--- src/rtl/sdl_pkg.sv ---
package sdl_pkg;
  typedef enum logic [3:0] {
    S_IDLE, S_REQ0, S_RD0, S_EVAL, S_REQN, S_RDN, S_DRAIN, S_DONE, S_FAIL
  } ld_state_t;

  localparam logic [1:0] FC_NONE = 2'd0;
  localparam logic [1:0] FC_MARK = 2'd1;
  localparam logic [1:0] FC_TAG  = 2'd2;
  localparam logic [1:0] FC_IO   = 2'd3;

  localparam int SECT_BYTES = 512;
endpackage

--- src/rtl/sdl_rec_check.sv ---
module sdl_rec_check #(
  parameter int          REC_OFS  = 480,
  parameter logic [87:0] SIG_TEXT = "BOOTIMAGE01"
) (
  input  logic        clk,
  input  logic        rst_n,
  input  logic        clr,
  input  logic        byte_v,
  input  logic [8:0]  idx,
  input  logic [7:0]  byte_d,
  output logic        tag_ok,
  output logic        mark_ok,
  output logic [31:0] start_sec
);
  localparam logic [8:0] OFS9 = 9'(REC_OFS);

  logic [8:0] pos;
  logic       in_rec;
  assign pos    = idx - OFS9;
  assign in_rec = (idx >= OFS9) && (pos < 9'd16);

  function automatic logic [7:0] want_char(input logic [8:0] p);
    if (p < 9'd11) return SIG_TEXT[8*(10-int'(p)) +: 8];
    return 8'h00;
  endfunction

  always_ff @(posedge clk or negedge rst_n) begin
    if (!rst_n) begin
      tag_ok    <= 1'b1;
      mark_ok   <= 1'b1;
      start_sec <= '0;
    end else if (clr) begin
      tag_ok    <= 1'b1;
      mark_ok   <= 1'b1;
      start_sec <= '0;
    end else if (byte_v) begin
      if (in_rec && pos < 9'd12 && byte_d != want_char(pos)) tag_ok <= 1'b0;
      if (in_rec && pos >= 9'd12) start_sec[8*pos[1:0] +: 8] <= byte_d;
      if (idx == 9'd510 && byte_d != 8'h55) mark_ok <= 1'b0;
      if (idx == 9'd511 && byte_d != 8'hAA) mark_ok <= 1'b0;
    end
  end

  // once a bad marker byte is seen it stays recorded until the next load
  p_mark_sticky_r3: assert property (@(posedge clk) disable iff (!rst_n)
    (!mark_ok && !clr) |=> !mark_ok);
  // a bad tag byte stays recorded until the next load
  p_tag_sticky_r2: assert property (@(posedge clk) disable iff (!rst_n)
    (!tag_ok && !clr) |=> !tag_ok);
endmodule

--- src/rtl/sdl_word_pack.sv ---
module sdl_word_pack #(
  parameter int AW = 10
) (
  input  logic          clk,
  input  logic          rst_n,
  input  logic          clr,
  input  logic          in_v,
  input  logic [7:0]    in_d,
  output logic          in_ready,
  output logic          wr_valid,
  input  logic          wr_ready,
  output logic [AW-1:0] wr_addr,
  output logic [31:0]   wr_data
);
  logic [1:0]  lane;
  logic [23:0] acc;
  logic        full;

  assign in_ready = !full;
  assign wr_valid = full;

  always_ff @(posedge clk or negedge rst_n) begin
    if (!rst_n) begin
      lane <= '0; acc <= '0; full <= 1'b0; wr_addr <= '0; wr_data <= '0;
    end else if (clr) begin
      lane <= '0; acc <= '0; full <= 1'b0; wr_addr <= '0;
    end else begin
      if (full && wr_ready) begin
        full    <= 1'b0;
        wr_addr <= wr_addr + 1'b1;
      end
      if (in_v && !full) begin
        if (lane == 2'd3) begin
          wr_data <= {in_d, acc};
          full    <= 1'b1;
        end else begin
          acc[8*lane +: 8] <= in_d;
        end
        lane <= lane + 2'd1;
      end
    end
  end

  // a pending word keeps address and data until accepted
  p_wr_hold_r10: assert property (@(posedge clk) disable iff (!rst_n)
    (wr_valid && !wr_ready && !clr) |=> (wr_valid && $stable(wr_data) && $stable(wr_addr)));
  // each accepted word advances the address by one
  p_addr_step_r5: assert property (@(posedge clk) disable iff (!rst_n)
    (wr_valid && wr_ready && !clr) |=> (wr_addr == $past(wr_addr) + 1'b1));
endmodule

--- src/rtl/sd_boot_loader.sv ---
module sd_boot_loader #(
  parameter int          REC_OFS   = 480,
  parameter int          IMG_WORDS = 1024,
  parameter int          TMO_CYC   = 100000,
  parameter logic [87:0] SIG_TEXT  = "BOOTIMAGE01",
  localparam int         AW        = $clog2(IMG_WORDS)
) (
  input  logic          clk,
  input  logic          rst_n,
  input  logic          start,
  output logic          req_valid,
  input  logic          req_ready,
  output logic [31:0]   req_sector,
  input  logic          rd_valid,
  output logic          rd_ready,
  input  logic [7:0]    rd_data,
  input  logic          rd_err,
  output logic          wr_valid,
  input  logic          wr_ready,
  output logic [AW-1:0] wr_addr,
  output logic [31:0]   wr_data,
  output logic          done,
  output logic          fail,
  output logic [1:0]    fail_code
);
  import sdl_pkg::*;

  localparam int IMG_BYTES = IMG_WORDS * 4;
  localparam int NSEC      = (IMG_BYTES + SECT_BYTES - 1) / SECT_BYTES;
  localparam int IB_W      = $clog2(IMG_BYTES + 1);
  localparam int SEC_W     = $clog2(NSEC + 1);
  localparam int TW        = $clog2(TMO_CYC + 1);
  localparam logic [IB_W-1:0]  IMG_BYTES_V = IB_W'(IMG_BYTES);
  localparam logic [SEC_W-1:0] NSEC_V      = SEC_W'(NSEC);
  localparam logic [TW-1:0]    TMO_LAST    = TW'(TMO_CYC - 1);

  ld_state_t        state;
  logic [8:0]       bcnt;
  logic [IB_W-1:0]  img_cnt;
  logic [SEC_W-1:0] sec_left;
  logic [31:0]      cur_sec;
  logic [TW-1:0]    tmo;
  logic [1:0]       fcode;

  logic go, byte_hs, in_img, wait_ev, tmo_hit, in_rd;
  logic tag_ok, mark_ok, pk_ready, pk_valid, pk_clr;
  logic [31:0] start_sec;

  assign go      = start && (state == S_IDLE || state == S_FAIL);
  assign in_img  = img_cnt < IMG_BYTES_V;
  assign in_rd   = (state == S_RD0) || (state == S_RDN);
  assign byte_hs = rd_valid && rd_ready;
  assign wait_ev = (req_valid && !req_ready) || (rd_ready && !rd_valid);
  assign tmo_hit = wait_ev && (tmo == TMO_LAST);
  assign pk_clr  = go || (state == S_FAIL);

  always_comb begin
    req_valid  = (state == S_REQ0) || (state == S_REQN);
    req_sector = (state == S_REQN) ? cur_sec : 32'd0;
    case (state)
      S_RD0:   rd_ready = 1'b1;
      S_RDN:   rd_ready = in_img ? pk_ready : 1'b1;
      default: rd_ready = 1'b0;
    endcase
  end

  sdl_rec_check #(.REC_OFS(REC_OFS), .SIG_TEXT(SIG_TEXT)) u_rec (
    .clk(clk), .rst_n(rst_n), .clr(go),
    .byte_v(byte_hs && state == S_RD0), .idx(bcnt), .byte_d(rd_data),
    .tag_ok(tag_ok), .mark_ok(mark_ok), .start_sec(start_sec)
  );

  sdl_word_pack #(.AW(AW)) u_pack (
    .clk(clk), .rst_n(rst_n), .clr(pk_clr),
    .in_v(byte_hs && state == S_RDN && in_img), .in_d(rd_data), .in_ready(pk_ready),
    .wr_valid(pk_valid), .wr_ready(wr_ready), .wr_addr(wr_addr), .wr_data(wr_data)
  );

  assign wr_valid  = pk_valid && (state != S_FAIL);
  assign done      = (state == S_DONE);
  assign fail      = (state == S_FAIL);
  assign fail_code = fcode;

  always_ff @(posedge clk or negedge rst_n) begin
    if (!rst_n) begin
      state <= S_IDLE; bcnt <= '0; img_cnt <= '0; sec_left <= '0;
      cur_sec <= '0; tmo <= '0; fcode <= FC_NONE;
    end else begin
      tmo <= wait_ev ? tmo + 1'b1 : '0;
      if (go) begin
        state <= S_REQ0;
        fcode <= FC_NONE;
        tmo   <= '0;
      end else begin
        case (state)
          S_REQ0, S_REQN: begin
            bcnt <= '0;
            if (tmo_hit) begin
              state <= S_FAIL; fcode <= FC_IO;
            end else if (req_ready) begin
              state <= (state == S_REQ0) ? S_RD0 : S_RDN;
            end
          end
          S_RD0, S_RDN: begin
            if (rd_err || tmo_hit) begin
              state <= S_FAIL; fcode <= FC_IO;
            end else if (byte_hs) begin
              bcnt <= bcnt + 1'b1;
              if (state == S_RDN && in_img) img_cnt <= img_cnt + 1'b1;
              if (bcnt == 9'd511) begin
                if (state == S_RD0) begin
                  state <= S_EVAL;
                end else begin
                  cur_sec  <= cur_sec + 1'b1;
                  sec_left <= sec_left - 1'b1;
                  state    <= (sec_left == 1) ? S_DRAIN : S_REQN;
                end
              end
            end
          end
          S_EVAL: begin
            if (!mark_ok) begin
              state <= S_FAIL; fcode <= FC_MARK;
            end else if (!tag_ok) begin
              state <= S_FAIL; fcode <= FC_TAG;
            end else begin
              cur_sec  <= start_sec;
              sec_left <= NSEC_V;
              img_cnt  <= '0;
              state    <= S_REQN;
            end
          end
          S_DRAIN: if (!pk_valid) state <= S_DONE;
          S_DONE:  state <= S_IDLE;
          default: ;
        endcase
      end
    end
  end

  // done is a single-cycle pulse
  p_done_pulse_r9: assert property (@(posedge clk) disable iff (!rst_n)
    done |=> !done);
  // failure status holds until a new start
  p_fail_hold_r9: assert property (@(posedge clk) disable iff (!rst_n)
    (fail && !start) |=> (fail && $stable(fail_code)));
  // a failed load neither writes nor requests
  p_fail_quiet_r2: assert property (@(posedge clk) disable iff (!rst_n)
    fail |-> (!wr_valid && !req_valid));
  // any failure carries a nonzero reason
  p_code_set_r7: assert property (@(posedge clk) disable iff (!rst_n)
    fail |-> (fail_code != FC_NONE));
  // a pending request holds its sector unless the load aborts
  p_req_hold_r10: assert property (@(posedge clk) disable iff (!rst_n)
    (req_valid && !req_ready && !start) |=> ((req_valid && $stable(req_sector)) || fail));
  // no traffic outside a load
  p_idle_quiet_r1: assert property (@(posedge clk) disable iff (!rst_n)
    (state == S_IDLE) |-> (!req_valid && !rd_ready && !in_rd));
endmodule

--- config.mk ---
export PLATFORM = sky130hd
export DESIGN_NAME = sd_boot_loader
export DESIGN_NICKNAME = d
export VERILOG_FILES = /design/src/rtl/sdl_pkg.sv /design/src/rtl/sdl_rec_check.sv /design/src/rtl/sdl_word_pack.sv /design/src/rtl/sd_boot_loader.sv
export SDC_FILE = /design/constraint.sdc
export NUM_CORES = 1
export LEC_CHECK = 0
export BUFFER_PORTS_ARGS = -buffer_cell sky130_fd_sc_hd__buf_2
export CAP_MARGIN = 40
export CORE_MARGIN = 5
export CORE_UTILIZATION = 36
export DETAILED_ROUTE_END_ITERATION = 16
export MAX_ROUTING_LAYER = met4
export PLACE_DENSITY_LB_ADDON = 0.2
export SETUP_SLACK_MARGIN = 0.2
export SYNTH_ARGS = -nofsm -noshare
export SYNTH_HDL_FRONTEND = slang
export SYNTH_SLANG_ARGS = --single-unit
--- constraint.sdc ---
create_clock -name clk -period 3.1 [get_ports clk]
set_input_delay 0 -clock clk [delete_from_list [all_inputs] [get_ports clk]]
set_output_delay 0 -clock clk [all_outputs]
set_load 0.02 [all_outputs]
==> impl_results.md <==
* Die height at 174 um
* Worst Reg-to-Reg Cells at 7
* Layout Area Growth over Synthesis at 16.9%
* Via count at 7863
* Simple-Gate Fraction of Synth Area at 21.8%
* Initial core utilization at 36.3%
* Routability cong. at 0.860
* VDD IR-drop max at 0.000296 V
* CTS buffer count at 17
* Pre-CTS setup slack at 0.305 ns
* First-pass GRT wire length at 41.6 mm
* Post-synthesis sequential element count at 184
* Power density over the cells at 568 nW/um^2
* Post-synth top area share at 47.0%
* Largest fanout on the critical path at 8
* CTS sink count at 184
* Slew @ Worst Pin at 0.703 ns
* CTS tree: yes
* Adder-Cell Fraction of Synth Area at 2.58%
* Routed WL per cell at 17.5 um
* Synth cell types at 72
* PortBufs at 95
* FP Rows at 60
* Post-synthesis sequential area ratio at 47.5%
* Final slew viol count at 0
* H-tree Lvls at 4
* RSZ-0062 raised after global routing: no
* Compound-cell area share of the yosys netlist at 16.6%
* Worst setup SP type: flip-flop
* Primary FF master, synth: dfrtp_1
* Critical path depth in cells at 7
* Fmax at 0.366 GHz
* CP top delay family: simple AND/OR/NAND/NOR gates
* TNS Setup at 0 ns
* Clk_lat worst skew at 0.43 ns
* DRC violations left at 0
* Setup CP Type: reg2reg
* Ys Warns at 0
* Arrival time worst endpoint at 3.09 ns
* CP max stage cell: or4_4
* Vias in the first global route at 7540
* Area leader, netlist: dfrtp_1
* Antenna violations before repair at 0
* Worst setup margin at 0.368 ns
* Final Hold Viols at 0
* Minimum clock period at 2.73 ns
* # IOs at 96
* First-pass iteration count of the detailed router at 5
* Clock Tree Root: clkbuf_16
* Initial DRC Count at 586
* Max Cap Viol at 0
* Largest family of logic cells by synthesized area: simple AND/OR/NAND/NOR gates
* Worst-path clk slew at 0.07 ns
* Clock Path Buffers at 2
* Hold Crit Depth at 3
* Netlist Area Pre-Place at 9690 um^2
* Syn Area/Cell at 9.63 um^2
* Setup Viol. Count Final at 0
* Total power at 6.43 mW
* CP dominant cell by count: nor4_4
* # diodes at 0
* Mapped Nets at 1042
* Dpl hpwl at 17.3 mm
* Syn Inst Count at 1007
* Die width at 174 um
* Layout Skew at 0.0101 ns
* Xor and xnor area share after synthesis at 3.61%
* Leakage at 5.17 nW
* Fraction of registers with async set/reset at 100%
* DIE AREA at 30300 um^2
* Share of layout cells above drive strength 1 at 19.4%
* Relative slew margins at 53.1%
* ANT nets after route at 0
* Mux contribution to synthesized area at 4.47%
* CP cell instances: nor2b_4, or3b_1, or4_4, nor4_4, nand2_1, nor4_4, a22o_1
* Core footprint at 26700 um^2
* EDFF count, synth at 0
* Overflow after GRT at 0
* Largest net degree at the start of global routing at 69
* Total wire length at 25.5 mm
* Worst Setup End Kind: flip-flop
* Status: complete, no violations
* Max incr delay on CP at 0.53 ns
* Worst Path Required at 3.46 ns
* Nets at 1136
* Critical path buffer and inverter count at 0
* Hold Path Class: in2reg
* Via/cell ratio at 5.40
* Top cells by area, synth: dfrtp_1, mux2_2, a22o_1, nand2_1, a21oi_1
* Fin crit share at 88.1%
* Gr usage total at 17.3%
what timing repair did:
| item | CTS | global route |
|---|---|---|
| setup endpoints to repair | 0 | 12 |
| gates resized for setup | 0 | 4 |
| hold buffers | 5 | 0 |
| endpoints found under the hold margin | 70 | 0 |
| setup buffers | 0 | 1 |
worst paths after layout:
kind,from,end,slack [ns]
worst max-delay path,state[2]$_DFFE_PN0P_,u_rec.start_sec[12]$_DFFE_PN0P_,0.37
worst max register to register,state[2]$_DFFE_PN0P_,u_rec.start_sec[12]$_DFFE_PN0P_,0.37
min in group asynchronous,rst_n,tmo[3]$_DFF_PN0_,0.11
worst min-delay path,rd_data[1],u_rec.start_sec[17]$_DFFE_PN0P_,0.03
worst min register to register,u_pack.acc[7]$_DFFE_PN0P_,u_pack.acc[7]$_DFFE_PN0P_,0.49
max in group asynchronous,rst_n,sec_left[3]$_DFFE_PN0P_,2.19
final cells by class:
| type | count | area, um^2 |
|---|---|---|
| clock buffer | 19 | 443 |
| fill | 2626 | 15400 |
| sequential | 184 | 4610 |
| tap | 341 | 427 |
| inverter | 19 | 71.3 |
| timing repair buffer | 136 | 827 |
| clock inverter | 13 | 158 |
| multi-input combinational | 743 | 4800 |
worst reg2reg max path, cell delays in order (launching register included):
cell and delay [ns]:
dfrtp_1 0.41, nor2b_4 0.17, or3b_1 0.43, or4_4 0.53, nor4_4 0.42, nand2_1 0.16, nor4_4 0.36, a22o_1 0.19
registers in the layout (all words and copies together) (netlist names):
| signal | count |
|---|---|
| u_rec.tag_ok | 1 |
| u_rec.mark_ok | 1 |
| u_pack.wr_addr | 10 |
| cur_sec | 32 |
| img_cnt | 13 |
| u_pack.wr_data | 32 |
| u_pack.acc | 24 |
| sec_left | 4 |
| u_pack.wr_valid | 1 |
| fail_code | 2 |
| u_pack.lane | 2 |
| bcnt | 9 |
| state | 4 |
| u_rec.start_sec | 32 |
| tmo | 17 |
cell usage after synthesis, drive strengths merged, types with 19 or more instances:
cell type / count
dfrtp: 182
and2: 40
nor3: 19
nand3: 65
a21oi: 68
nand2: 94
xnor2: 23
nor2: 88
a22o: 41
mux2: 34
o21ai: 40
ha: 20
clkbuf: 51
per-stage QoR:
stage / hold slack [ns] / std cells / utilization (%) / area [um^2]
after floorplan: -0.296 / 1007 / - / 9690
after detailed placement: 0.0310 / 1417 / 39.9 / 10700
after global placement: 0.0348 / 1416 / 39.9 / 10700
after CTS: 0.00407 / 1454 / 42.3 / 11300
after global routing: 0.0281 / 1455 / 42.4 / 11300
final: 0.0262 / 1455 / 42.4 / 11300
placed cells by master, fill, tap and decap left out, drive strengths merged, types with 9 or more instances in the layout:
cell type / netlist / routed
nand2: 94 / 94
and3: 11 / 11
nand2b: 12 / 12
and2: 40 / 40
inv: 18 / 25
nand4: 15 / 15
a2bb2oi: 18 / 18
nand3: 65 / 65
o22ai: 15 / 15
nor3: 19 / 19
buf: 10 / 130
a21oi: 68 / 68
clkbuf: 51 / 20
o21ai: 40 / 40
dfrtp: 182 / 182
and4: 9 / 9
ha: 20 / 20
a22o: 41 / 41
nor4: 15 / 15
nor2: 88 / 88
xnor2: 23 / 23
mux2: 34 / 34
xor2: 17 / 17
power by group:
group | internal [mW] | switching, mW
clock network | 1.24 | 1.01
registers | 2.61 | 0.194
logic | 0.532 | 0.847
total | 4.38 | 2.05
cells by family after synthesis:
family	after synthesis
fa+ha+maj	20
simple gates	406
flops	184
buf+inv	80
compound gates	238
xor+xnor	40
mux	39
metal layers:
layer	vias to the layer above	part of all wire (%)	track usage, %
met5	-	0	-
met4	0	1.7	4.59
met3	34	4.7	3.31
met2	193	46	26.3
met1	3807	48	23.9
li1	3829	-	-
No activity file was read; power rests on OpenSTA's default activity.
